File: src/rtl/pll_retune_pkg.sv
package pll_retune_pkg;

    localparam int WORD_W = 32;

    typedef struct packed {
        logic [7:0]  refdiv;
        logic [3:0]  outdiv;
        logic [31:0] fbdiv;
        logic [15:0] bwadj;
        logic [15:0] sfreq;
        logic [31:0] sslope;
    } pll_cfg_t;

    typedef enum logic [3:0] {
        ST_IDLE,
        ST_BYP_SET,
        ST_BYP_WAIT,
        ST_RST_SET,
        ST_RST_WAIT,
        ST_PROGRAM,
        ST_PROG_WAIT,
        ST_RST_CLR,
        ST_LOCK_WAIT,
        ST_BYP_CLR
    } seq_state_t;

endpackage

File: src/rtl/pll_freq_select.sv
module pll_freq_select #(
    parameter int REQ_W     = 11,
    parameter int LOW_MHZ   = 500,
    parameter int STEP_MHZ  = 25,
    parameter int N_ENTRIES = 21,
    parameter int IDX_W     = 5
) (
    input  logic [REQ_W-1:0] req_mhz,
    output logic [IDX_W-1:0] idx,
    output logic [REQ_W-1:0] mhz
);
    logic [REQ_W-1:0] offset;
    logic [REQ_W-1:0] quot;
    logic             in_range;

    assign offset   = req_mhz - REQ_W'(LOW_MHZ);
    assign quot     = offset / REQ_W'(STEP_MHZ);
    // Reject below the table and any index equal to or past the entry count
    assign in_range = (req_mhz >= REQ_W'(LOW_MHZ)) && (quot < REQ_W'(N_ENTRIES));
    assign idx      = in_range ? IDX_W'(quot) : '0;
    assign mhz      = REQ_W'(LOW_MHZ) + REQ_W'(STEP_MHZ) * REQ_W'(idx);

    always_comb begin
        assert (mhz >= REQ_W'(LOW_MHZ)) else $error("assert_sel_floor_R3");
    end
endmodule

File: src/rtl/pll_cfg_rom.sv
module pll_cfg_rom
    import pll_retune_pkg::*;
#(
    parameter int IDX_W = 5
) (
    input  logic [IDX_W-1:0] idx,
    output pll_cfg_t         cfg
);
    function automatic pll_cfg_t row(input logic [7:0] r, input logic [3:0] o,
                                     input logic [31:0] fb, input logic [15:0] bw,
                                     input logic [15:0] sf, input logic [31:0] ss);
        pll_cfg_t c;
        c.refdiv = r;
        c.outdiv = o;
        c.fbdiv  = fb;
        c.bwadj  = bw;
        c.sfreq  = sf;
        c.sslope = ss;
        return c;
    endfunction

    always_comb begin
        unique case (int'(idx))
            1:       cfg = row(2, 1, 32'd4128768, 16'd125, 16'd139, 32'd297);
            2:       cfg = row(2, 1, 32'd4325376, 16'd131, 16'd139, 32'd311);
            3:       cfg = row(2, 1, 32'd4521984, 16'd137, 16'd139, 32'd326);
            4:       cfg = row(2, 1, 32'd4718592, 16'd143, 16'd138, 32'd339);
            5:       cfg = row(1, 1, 32'd3276800, 16'd99,  16'd208, 32'd157);
            6:       cfg = row(1, 1, 32'd3407872, 16'd103, 16'd208, 32'd164);
            7:       cfg = row(1, 1, 32'd3538944, 16'd107, 16'd208, 32'd170);
            8:       cfg = row(0, 0, 32'd917504,  16'd27,  16'd416, 32'd22);
            9:       cfg = row(1, 1, 32'd3801088, 16'd115, 16'd208, 32'd182);
            10:      cfg = row(0, 0, 32'd983040,  16'd29,  16'd416, 32'd23);
            11:      cfg = row(3, 0, 32'd4063232, 16'd123, 16'd104, 32'd390);
            12:      cfg = row(3, 0, 32'd4194304, 16'd127, 16'd104, 32'd403);
            13:      cfg = row(3, 0, 32'd4325376, 16'd131, 16'd104, 32'd415);
            14:      cfg = row(2, 0, 32'd3342336, 16'd101, 16'd139, 32'd241);
            15:      cfg = row(2, 0, 32'd3440640, 16'd104, 16'd139, 32'd248);
            16:      cfg = row(2, 0, 32'd3538944, 16'd107, 16'd139, 32'd255);
            17:      cfg = row(2, 0, 32'd3637248, 16'd110, 16'd139, 32'd262);
            18:      cfg = row(2, 0, 32'd3735552, 16'd113, 16'd139, 32'd269);
            19:      cfg = row(2, 0, 32'd3833856, 16'd116, 16'd139, 32'd276);
            20:      cfg = row(2, 0, 32'd3932160, 16'd119, 16'd139, 32'd283);
            default: cfg = row(1, 2, 32'd3932160, 16'd119, 16'd208, 32'd189);
        endcase
    end
endmodule

File: src/rtl/pll_us_timer.sv
module pll_us_timer #(
    parameter int CNT_W = 7
) (
    input  logic             clk,
    input  logic             rst_n,
    input  logic             load,
    input  logic [CNT_W-1:0] load_val,
    input  logic             tick,
    output logic             expire
);
    logic [CNT_W-1:0] cnt;

    always_ff @(posedge clk or negedge rst_n) begin
        if (!rst_n)                  cnt <= '0;
        else if (load)               cnt <= load_val;
        else if (tick && cnt != '0)  cnt <= cnt - 1'b1;
    end

    // Fires on the tick that completes the count
    assign expire = tick && (cnt == CNT_W'(1));

    assert property (@(posedge clk) disable iff (!rst_n)
        (cnt == '0 && !load) |=> (cnt == '0))
        else $error("assert_timer_no_wrap_R5");
endmodule

File: src/rtl/pll_retune_seq.sv
module pll_retune_seq
    import pll_retune_pkg::*;
#(
    parameter int REQ_W     = 11,
    parameter int LOW_MHZ   = 500,
    parameter int STEP_MHZ  = 25,
    parameter int N_ENTRIES = 21,
    parameter int T_BYP     = 10,
    parameter int T_RST     = 10,
    parameter int T_PROG    = 10,
    parameter int T_LOCK    = 100
) (
    input  logic              clk,
    input  logic              rst_n,
    input  logic              us_tick,
    input  logic              start,
    input  logic [REQ_W-1:0]  req_mhz,
    output logic [WORD_W-1:0] ctrl0,
    output logic [WORD_W-1:0] ctrl1,
    output logic [WORD_W-1:0] ctrl2,
    output logic [WORD_W-1:0] ctrl3,
    output logic              pll_rst,
    output logic              busy,
    output logic              done,
    output logic [REQ_W-1:0]  sel_mhz
);
    localparam int IDX_W    = $clog2(N_ENTRIES);
    localparam int MAX_WAIT = (T_LOCK > T_BYP ? T_LOCK : T_BYP) > (T_RST > T_PROG ? T_RST : T_PROG)
                            ? (T_LOCK > T_BYP ? T_LOCK : T_BYP) : (T_RST > T_PROG ? T_RST : T_PROG);
    localparam int CNT_W    = $clog2(MAX_WAIT + 1);
    localparam int BYP_BIT  = 1;

    seq_state_t       state, state_nx;
    logic [IDX_W-1:0] req_idx, idx_q;
    logic [REQ_W-1:0] req_sel;
    pll_cfg_t         cfg;
    logic             t_load, t_expire;
    logic [CNT_W-1:0] t_val;

    pll_freq_select #(
        .REQ_W(REQ_W), .LOW_MHZ(LOW_MHZ), .STEP_MHZ(STEP_MHZ),
        .N_ENTRIES(N_ENTRIES), .IDX_W(IDX_W)
    ) u_sel (
        .req_mhz(req_mhz), .idx(req_idx), .mhz(req_sel)
    );

    pll_cfg_rom #(.IDX_W(IDX_W)) u_rom (.idx(idx_q), .cfg(cfg));

    pll_us_timer #(.CNT_W(CNT_W)) u_tmr (
        .clk(clk), .rst_n(rst_n), .load(t_load), .load_val(t_val),
        .tick(us_tick), .expire(t_expire)
    );

    // Timer loads in each action state that precedes a wait
    always_comb begin
        t_load = 1'b1;
        unique case (state)
            ST_BYP_SET: t_val = CNT_W'(T_BYP);
            ST_RST_SET: t_val = CNT_W'(T_RST);
            ST_PROGRAM: t_val = CNT_W'(T_PROG);
            ST_RST_CLR: t_val = CNT_W'(T_LOCK);
            default: begin
                t_load = 1'b0;
                t_val  = '0;
            end
        endcase
    end

    always_comb begin
        state_nx = state;
        unique case (state)
            ST_IDLE:      if (start)    state_nx = ST_BYP_SET;
            ST_BYP_SET:                 state_nx = ST_BYP_WAIT;
            ST_BYP_WAIT:  if (t_expire) state_nx = ST_RST_SET;
            ST_RST_SET:                 state_nx = ST_RST_WAIT;
            ST_RST_WAIT:  if (t_expire) state_nx = ST_PROGRAM;
            ST_PROGRAM:                 state_nx = ST_PROG_WAIT;
            ST_PROG_WAIT: if (t_expire) state_nx = ST_RST_CLR;
            ST_RST_CLR:                 state_nx = ST_LOCK_WAIT;
            ST_LOCK_WAIT: if (t_expire) state_nx = ST_BYP_CLR;
            ST_BYP_CLR:                 state_nx = ST_IDLE;
            default:                    state_nx = ST_IDLE;
        endcase
    end

    always_ff @(posedge clk or negedge rst_n) begin
        if (!rst_n) state <= ST_IDLE;
        else        state <= state_nx;
    end

    always_ff @(posedge clk or negedge rst_n) begin
        if (!rst_n) begin
            ctrl0   <= '0;
            ctrl1   <= '0;
            ctrl2   <= '0;
            ctrl3   <= '0;
            pll_rst <= 1'b0;
            busy    <= 1'b0;
            done    <= 1'b0;
            sel_mhz <= '0;
            idx_q   <= '0;
        end else begin
            done <= 1'b0;
            unique case (state)
                ST_IDLE: if (start) begin
                    idx_q   <= req_idx;
                    sel_mhz <= req_sel;
                    busy    <= 1'b1;
                end
                ST_BYP_SET: ctrl0[BYP_BIT] <= 1'b1;
                ST_RST_SET: pll_rst <= 1'b1;
                ST_PROGRAM: begin
                    ctrl0 <= {16'b0, cfg.refdiv, cfg.outdiv, 4'b1010};
                    ctrl1 <= cfg.fbdiv;
                    ctrl2 <= {cfg.bwadj, cfg.sfreq};
                    ctrl3 <= cfg.sslope;
                end
                ST_RST_CLR: pll_rst <= 1'b0;
                ST_BYP_CLR: begin
                    ctrl0[BYP_BIT] <= 1'b0;
                    done           <= 1'b1;
                    busy           <= 1'b0;
                end
                default: ;
            endcase
        end
    end

    assert property (@(posedge clk) disable iff (!rst_n) done |=> !done)
        else $error("assert_done_single_R8");
    assert property (@(posedge clk) disable iff (!rst_n) done |-> !busy)
        else $error("assert_done_not_busy_R8");
    assert property (@(posedge clk) disable iff (!rst_n) $fell(ctrl0[BYP_BIT]) |-> done)
        else $error("assert_unbypass_with_done_R8");
    assert property (@(posedge clk) disable iff (!rst_n) pll_rst |-> ctrl0[BYP_BIT])
        else $error("assert_reset_while_bypassed_R4");
    assert property (@(posedge clk) disable iff (!rst_n) (busy && start) |=> $stable(sel_mhz))
        else $error("assert_start_ignored_R9");
    assert property (@(posedge clk) disable iff (!rst_n)
        busy |-> (sel_mhz >= REQ_W'(LOW_MHZ) && sel_mhz <= REQ_W'(LOW_MHZ + STEP_MHZ*(N_ENTRIES-1))))
        else $error("assert_sel_in_table_R3");
endmodule

File: config.mk
export PLATFORM = sky130hd
export DESIGN_NAME = pll_retune_seq
export DESIGN_NICKNAME = d
export VERILOG_FILES = /design/src/rtl/pll_retune_pkg.sv /design/src/rtl/pll_freq_select.sv /design/src/rtl/pll_cfg_rom.sv /design/src/rtl/pll_us_timer.sv /design/src/rtl/pll_retune_seq.sv
export SDC_FILE = /design/constraint.sdc
export NUM_CORES = 1
export LEC_CHECK = 0
export BUFFER_PORTS_ARGS = -buffer_cell sky130_fd_sc_hd__buf_2
export CAP_MARGIN = 20
export CORE_ASPECT_RATIO = 1.75
export CORE_MARGIN = 4
export CORE_UTILIZATION = 45
export DETAILED_ROUTE_END_ITERATION = 16
export GPL_TIMING_DRIVEN = 1
export PLACE_DENSITY = 0.68
export SLEW_MARGIN = 10
export SYNTH_ARGS = -nofsm -noshare
export SYNTH_HDL_FRONTEND = slang
export SYNTH_SLANG_ARGS = --single-unit
File: constraint.sdc
create_clock -name clk -period 2.65 [get_ports clk]
set_clock_uncertainty 0.05 [all_clocks]
set_input_delay 0.265 -clock clk [delete_from_list [all_inputs] [get_ports clk]]
set_output_delay 0.265 -clock clk [all_outputs]
set_load 0.02 [all_outputs]
==> results.sh, run 1 <==
export IMPL_status="finished with violations"
export IMPL_violations="setup timing"
export IMPL_cpPeakStageDelay_ns=0.55
export IMPL_clock_latency_ns=0.33
export IMPL_grt_pass1_wl_mm=28.52
export IMPL_syn_mean_instance_area_um2=8.021
export IMPL_drv_cap=0
export IMPL_reg2reg_to="ctrl1[19]$_DFFE_PN0P_"
export IMPL_cts_sinks=63
export IMPL_cts_root_buf="clkbuf_16"
export IMPL_clk_pin_slew_ns=0.06
export IMPL_drt_vias_per_instance=5.245
export IMPL_cts_buffers=9
export IMPL_synth_edf_count=0
export IMPL_yosysSeqAreaShare=0.2513
export IMPL_timing_final_crit_share=2.554
export IMPL_critPathLaunchType="input port"
export IMPL_drt_pass1_iterations=5
export IMPL_drc=0
export IMPL_critPathTopFamily="compound AO/OA/AOI/OAI gates"
export IMPL_p_leak_nw=3.971
export IMPL_yosys_register_bits=63
export IMPL_setup_violations=14
export IMPL_cp_max_fo=5
export IMPL_n_antenna_cell=0
export IMPL_tightest_slew_ns=0.5682
export IMPL_critPathSlowestCell="fa_1"
export IMPL_reg2reg_depth=5
export IMPL_routed_wl_mm=18.25
export IMPL_cp_end_kind="flop"
export IMPL_ctsHtreeMaxLevel=3
export IMPL_vias=6074
export IMPL_drtIter0Drc=241
export IMPL_final_cell_mix="164 x buf_4, 89 x conb_1, 79 x nand2_1"
export IMPL_min_path_cells=4
export IMPL_final_cell_area_um2=8366
export IMPL_netlist_area_um2=6272
export IMPL_hp_start="us_tick"
export IMPL_dp_slack_ns=-4.721
export IMPL_postSynthCellCount=782
export IMPL_final_nets=1028
export IMPL_grt_pass1_vias=6076
export IMPL_hold_violations=0
export IMPL_fmax_ghz=0.1478
export IMPL_port_buffers=67
export IMPL_grt_overflow=0
export IMPL_ys_warnings_count=0
export IMPL_gp_congestion=0.9637
export IMPL_rows=56
export IMPL_synth_ff_type="dfrtp_1"
export IMPL_hpwl_mm=14.16
export IMPL_min_path_type="input port to flop"
export IMPL_ir_worst_vdd_mv=0.5009
export IMPL_layout_commonest_cell="buf_4"
export IMPL_cts_tree="done"
export IMPL_rsz0062_at_grt="yes"
export IMPL_clockBufferDepth=2
export IMPL_die_area_um2=15970
export IMPL_post_dp_cell_area_um2=7453
export IMPL_timing_final_ws_setup_ns=-4.118
export IMPL_wire_per_inst_um=15.76
export IMPL_regToRegSetupSlack_ns=0.57
export IMPL_ant_nets=0
export IMPL_required_ns=2.81
export IMPL_track_usage=0.2194
export IMPL_cp_arrival_ns=6.93
export IMPL_hold_end="u_tmr.cnt[0]$_DFFE_PN0P_"
export IMPL_grt_max_degree=64
export IMPL_drv_slew=0
export IMPL_maxSlewHeadroom=0.6114
export IMPL_die_x_um=97.25
export IMPL_async_reset_ff_frac=1.000
export IMPL_fin_crit_ns=6.768
export IMPL_area_growth_pct=33.37
export IMPL_die_h_um=164.2
export IMPL_initial_utilization=0.4638
export IMPL_r2r_start="state[3]$_DFFE_PN0P_"
export IMPL_drive_gt1_frac=0.3699
export IMPL_power_density_nw_per_um2=1140
export IMPL_core_region_area_um2=13520
export IMPL_io_pins=157
export IMPL_yosysUniqueCellTypes=94
export IMPL_critPathBufInv=9
export IMPL_fillers=1228
export IMPL_p_total_mw=9.540
export IMPL_crit_type="input port to flop"
export IMPL_antenna_found_initial=0
==> power breakdown <==
part / internal [mW] / leakage [nW] / switching (mW)
logic: 2.96 / 3.05 / 3.72
clock network: 0.726 / 0.134 / 0.442
registers: 1.38 / 0.788 / 0.305
total: 5.07 / 3.97 / 4.47
==> layout make-up <==
class                      count  area (um2)  area share
multi-input combinational    640        4484      0.5360
timing repair buffer         237        1658      0.1982
clock inverter                 7       73.82    0.008824
sequential                    63        1577      0.1885
inverter                      28       130.1     0.01555
tap                          174       217.7     0.02602
clock buffer                   9       225.2     0.02692
==> cells by family after synthesis <==
family,after synthesis,share of synthesized area
XOR/XNOR,35,0.05665
AO/OA/AOI/OAI,218,0.2416
multiplexers,10,0.01656
adder cells (fa/ha/maj),35,0.07301
AND/OR/NAND/NOR,253,0.1945
flip-flops,63,0.2513
other,1,0.0005979
buffers and inverters,167,0.1658
==> cells in the mapped netlist (11+ instances only) <==
| cell type | instances | area share |
|---|---|---|
| a21oi_1 | 47 | 0.038 |
| a21o_1 | 12 | 0.014 |
| dfrtp_1 | 63 | 0.25 |
| clkbuf_1 | 31 | 0.019 |
| xor2_1 | 11 | 0.015 |
| nand2_1 | 84 | 0.050 |
| nor2_1 | 67 | 0.040 |
| a31oi_1 | 12 | 0.012 |
| o21ai_0 | 51 | 0.041 |
| inv_1 | 24 | 0.014 |
| xnor2_1 | 19 | 0.027 |
| nand3_1 | 23 | 0.018 |
| buf_4 | 97 | 0.12 |
| nor3_1 | 14 | 0.011 |
| ha_1 | 31 | 0.062 |
==> registers in the layout, indices dropped and copies added (netlist names), 3 cells and up <==
name,cells
ctrl3,9
sel_mhz,11
ctrl2,14
ctrl0,5
idx_q,3
u_tmr.cnt,7
state,4
ctrl1,7
==> worst reg2reg max path: cells and delay by family (launching register included) <==
kind             cells  cell delay (ns)
flip-flops           1             0.49
AO/OA/AOI/OAI        2             0.69
AND/OR/NAND/NOR      3             0.79
==> what timing repair did <==
item	4_1_cts	5_1_grt
pin swaps	17	11
hold buffers	1	0
buffers inserted	15	6
hold endpoints to repair	63	0
gates resized for setup	42	42
endpoints found under the setup margin	14	14
==> routing by layer <==
metal | routed length (um) | vias to the layer above | GRT usage
met5 | 0 | - | 0
met1 | 5794 | 2835 | 0.1937
met4 | 1067 | 0 | 0.1443
met3 | 674 | 70 | 0.02465
met2 | 10720 | 196 | 0.4528
li1 | - | 2973 | -
==> through the flow <==
stage               utilization  std cells  setup TNS, ns  hold WS, ns
floorplan                     -        870         -42.36     -0.08059
global placement         0.5512       1120         -47.52       0.2483
detailed placement       0.5512       1120         -48.51       0.2505
CTS                      0.5983       1152         -40.60       0.2995
global route             0.6186       1158         -44.39       0.3469
finish                   0.6186       1158         -40.98       0.2986
==> how the worst max path moves through the flow <==
stage	from	end	slack, ns	cells past startpoint
after detailed placement	req_mhz[2]	sel_mhz[9]$_DFFE_PN0P_	-4.72	37
after CTS	req_mhz[3]	sel_mhz[9]$_DFFE_PN0P_	-4.11	36
after global placement	req_mhz[2]	sel_mhz[10]$_DFFE_PN0P_	-4.59	34
after floorplan	req_mhz[3]	sel_mhz[9]$_DFFE_PN0P_	-4.33	39
after global routing	req_mhz[3]	sel_mhz[9]$_DFFE_PN0P_	-4.43	38
final	req_mhz[2]	sel_mhz[9]$_DFFE_PN0P_	-4.12	37
Note: power is estimated with default switching activity, not from simulation.
==> run 2, diff against run 1 <==
==> constraint.sdc (replaced) <==
create_clock -name clk -period 2.65 [get_ports clk]
set_clock_uncertainty 0.05 [all_clocks]
set_input_delay 0.795 -clock clk [delete_from_list [all_inputs] [get_ports clk]]
set_output_delay 0.795 -clock clk [all_outputs]
set_load 0.02 [all_outputs]
==> run 2 against run 1 <==
Compared with the run above: the run still ends with setup timing left; combinational power up 2%; clock power about the same; non-clock buffer count down 5; highest routed layer unchanged.
==> results.sh, run 2 (synthesis results as in run 1) <==
export IMPL_status="finished with violations"
export IMPL_violations="setup timing"
export IMPL_drc=0
export IMPL_track_usage=0.2277
export IMPL_rsz0062_at_grt="yes"
export IMPL_min_path_cells=2
export IMPL_maxSlewHeadroom=0.6497
export IMPL_cts_root_buf="clkbuf_16"
export IMPL_clk_pin_slew_ns=0.05
export IMPL_reg2reg_depth=5
export IMPL_p_sw_mw=4.518
export IMPL_dp_slack_ns=-5.167
export IMPL_wire_per_inst_um=16.04
export IMPL_gp_congestion=0.9623
export IMPL_cpPeakStageDelay_ns=0.56
export IMPL_routed_wl_mm=18.49
export IMPL_critPathLaunchType="input port"
export IMPL_finalSetupTns_ns=-48.90
export IMPL_top_register="ctrl2"
export IMPL_p_clk_frac=0.120
export IMPL_seqPwrFrac=0.173
export IMPL_clock_latency_ns=0.33
export IMPL_drv_cap=0
export IMPL_final_cell_mix="159 x buf_4, 89 x conb_1, 78 x nand2_1"
export IMPL_die_x_um=97.25
export IMPL_grt_max_degree=64
export IMPL_area_growth_pct=32.71
export IMPL_fin_crit_ns=7.287
export IMPL_fmax_ghz=0.1372
export IMPL_cp_max_fo=6
export IMPL_rows=56
export IMPL_power_density_nw_per_um2=1159
export IMPL_hold_violations=0
export IMPL_hp_start="sel_mhz[4]$_DFFE_PN0P_"
export IMPL_regToRegSetupSlack_ns=0.64
export IMPL_cts_tree="done"
export IMPL_drive_gt1_frac=0.3626
export IMPL_drt_pass1_iterations=5
export IMPL_swShare=0.4682
export IMPL_grt_pass1_vias=6179
export IMPL_ctsHtreeMaxLevel=3
export IMPL_die_area_um2=15970
export IMPL_timing_final_ws_setup_ns=-4.637
export IMPL_initial_utilization=0.4638
export IMPL_die_h_um=164.2
export IMPL_final_nets=1023
export IMPL_p_leak_nw=3.952
export IMPL_grt_overflow=0
export IMPL_wl_met2_mm=10.83
export IMPL_antenna_found_initial=0
export IMPL_core_region_area_um2=13520
export IMPL_tightest_slew_ns=0.5217
export IMPL_timing_final_crit_share=2.750
export IMPL_highest_layer="met4"
export IMPL_min_path_type="flop to flop"
export IMPL_vias=6142
export IMPL_required_ns=2.81
export IMPL_largest_reg_flops=14
export IMPL_hpwl_mm=14.39
export IMPL_hold_buffers=0
export IMPL_cp_arrival_ns=7.44
export IMPL_r2r_start="state[3]$_DFFE_PN0P_"
export IMPL_cts_buffers=9
export IMPL_io_pins=157
export IMPL_wl_met3_um=599
export IMPL_port_buffers=67
export IMPL_power_frac_comb=0.707
export IMPL_reg2reg_to="ctrl1[19]$_DFFE_PN0P_"
export IMPL_drtIter0Drc=239
export IMPL_n_antenna_cell=0
export IMPL_drv_slew=0
export IMPL_clockBufferDepth=2
export IMPL_ir_worst_vdd_mv=0.5429
export IMPL_grt_pass1_wl_mm=29.61
export IMPL_wl_met1_mm=5.801
export IMPL_critPathSlowestCell="fa_2"
export IMPL_setup_violations=14
export IMPL_cts_sinks=63
export IMPL_drt_vias_per_instance=5.327
export IMPL_crit_type="input port to flop"
export IMPL_cp_end_kind="flop"
export IMPL_hold_end="sel_mhz[4]$_DFFE_PN0P_"
export IMPL_intPower_mw=5.131
export IMPL_fillers=1242
export IMPL_largest_registers="ctrl2 (14), sel_mhz (11), ctrl3 (9)"
export IMPL_ant_nets=0
export IMPL_layout_commonest_cell="buf_4"
==> run 2: per-stage QoR <==
stage	instances	hold WS (ns)	total power, mW	instance area (um2)	util
CTS	1149	0.4131	9.453	8184	0.6052
global route	1153	0.4367	10.39	8324	0.6156
global placement	1114	0.4016	7.485	7433	0.5497
finish	1153	0.4081	9.649	8324	0.6156
floorplan	870	0.4494	5.553	6733	-
detailed placement	1114	0.4058	7.577	7433	0.5497
==> run 2: how the worst max path moves through the flow <==
stage,startpoint,to,cells after the start
floorplan,req_mhz[3],sel_mhz[9]$_DFFE_PN0P_,39
global placement,req_mhz[2],sel_mhz[9]$_DFFE_PN0P_,35
detailed placement,req_mhz[2],sel_mhz[9]$_DFFE_PN0P_,35
CTS,req_mhz[3],sel_mhz[10]$_DFFE_PN0P_,36
global route,req_mhz[3],sel_mhz[9]$_DFFE_PN0P_,36
finish,req_mhz[3],sel_mhz[9]$_DFFE_PN0P_,36
==> run 2: power groups by stage <==
stage / clock network, mW / registers (mW) / logic, mW
final: 1.16 / 1.67 / 6.82
after global routing: 1.23 / 1.74 / 7.42
after CTS: 1.19 / 1.67 / 6.59
after detailed placement: 0 / 1.69 / 5.89
after global placement: 0 / 1.68 / 5.81
after floorplan: 0 / 2.00 / 3.55
==> run 2: final cells by class <==
type / count / area, um2 / area share
Clock buffer: 9 / 225.2 / 0.02706
Clock inverter: 7 / 73.82 / 0.008868
Timing Repair Buffer: 232 / 1643 / 0.1974
Sequential cell: 63 / 1577 / 0.1894
Multi-Input combinational cell: 640 / 4463 / 0.5361
Tap cell: 174 / 217.7 / 0.02615
Inverter: 28 / 125.1 / 0.01503
==> run 2: routing by layer <==
metal  global-route usage  up-vias
met4               0.1638        0
met2               0.4645      202
met5                    0        -
met1               0.1993     2891
li1                     -     2966
met3              0.02635       83
==> run 2: what timing repair did <==
item,CTS,global route
pin swaps,30,14
gates resized for setup,58,22
endpoints found under the setup margin,14,14
cloned,0,0
buffers inserted,19,4
==> run 2: critical path, delay by kind of cell <==
family	cells	cell delay [ns]
mux	2	0.46
xor+xnor	1	0.12
compound gates	17	3.25
buf+inv	6	0.37
fa+ha+maj	6	1.65
simple gates	4	0.80
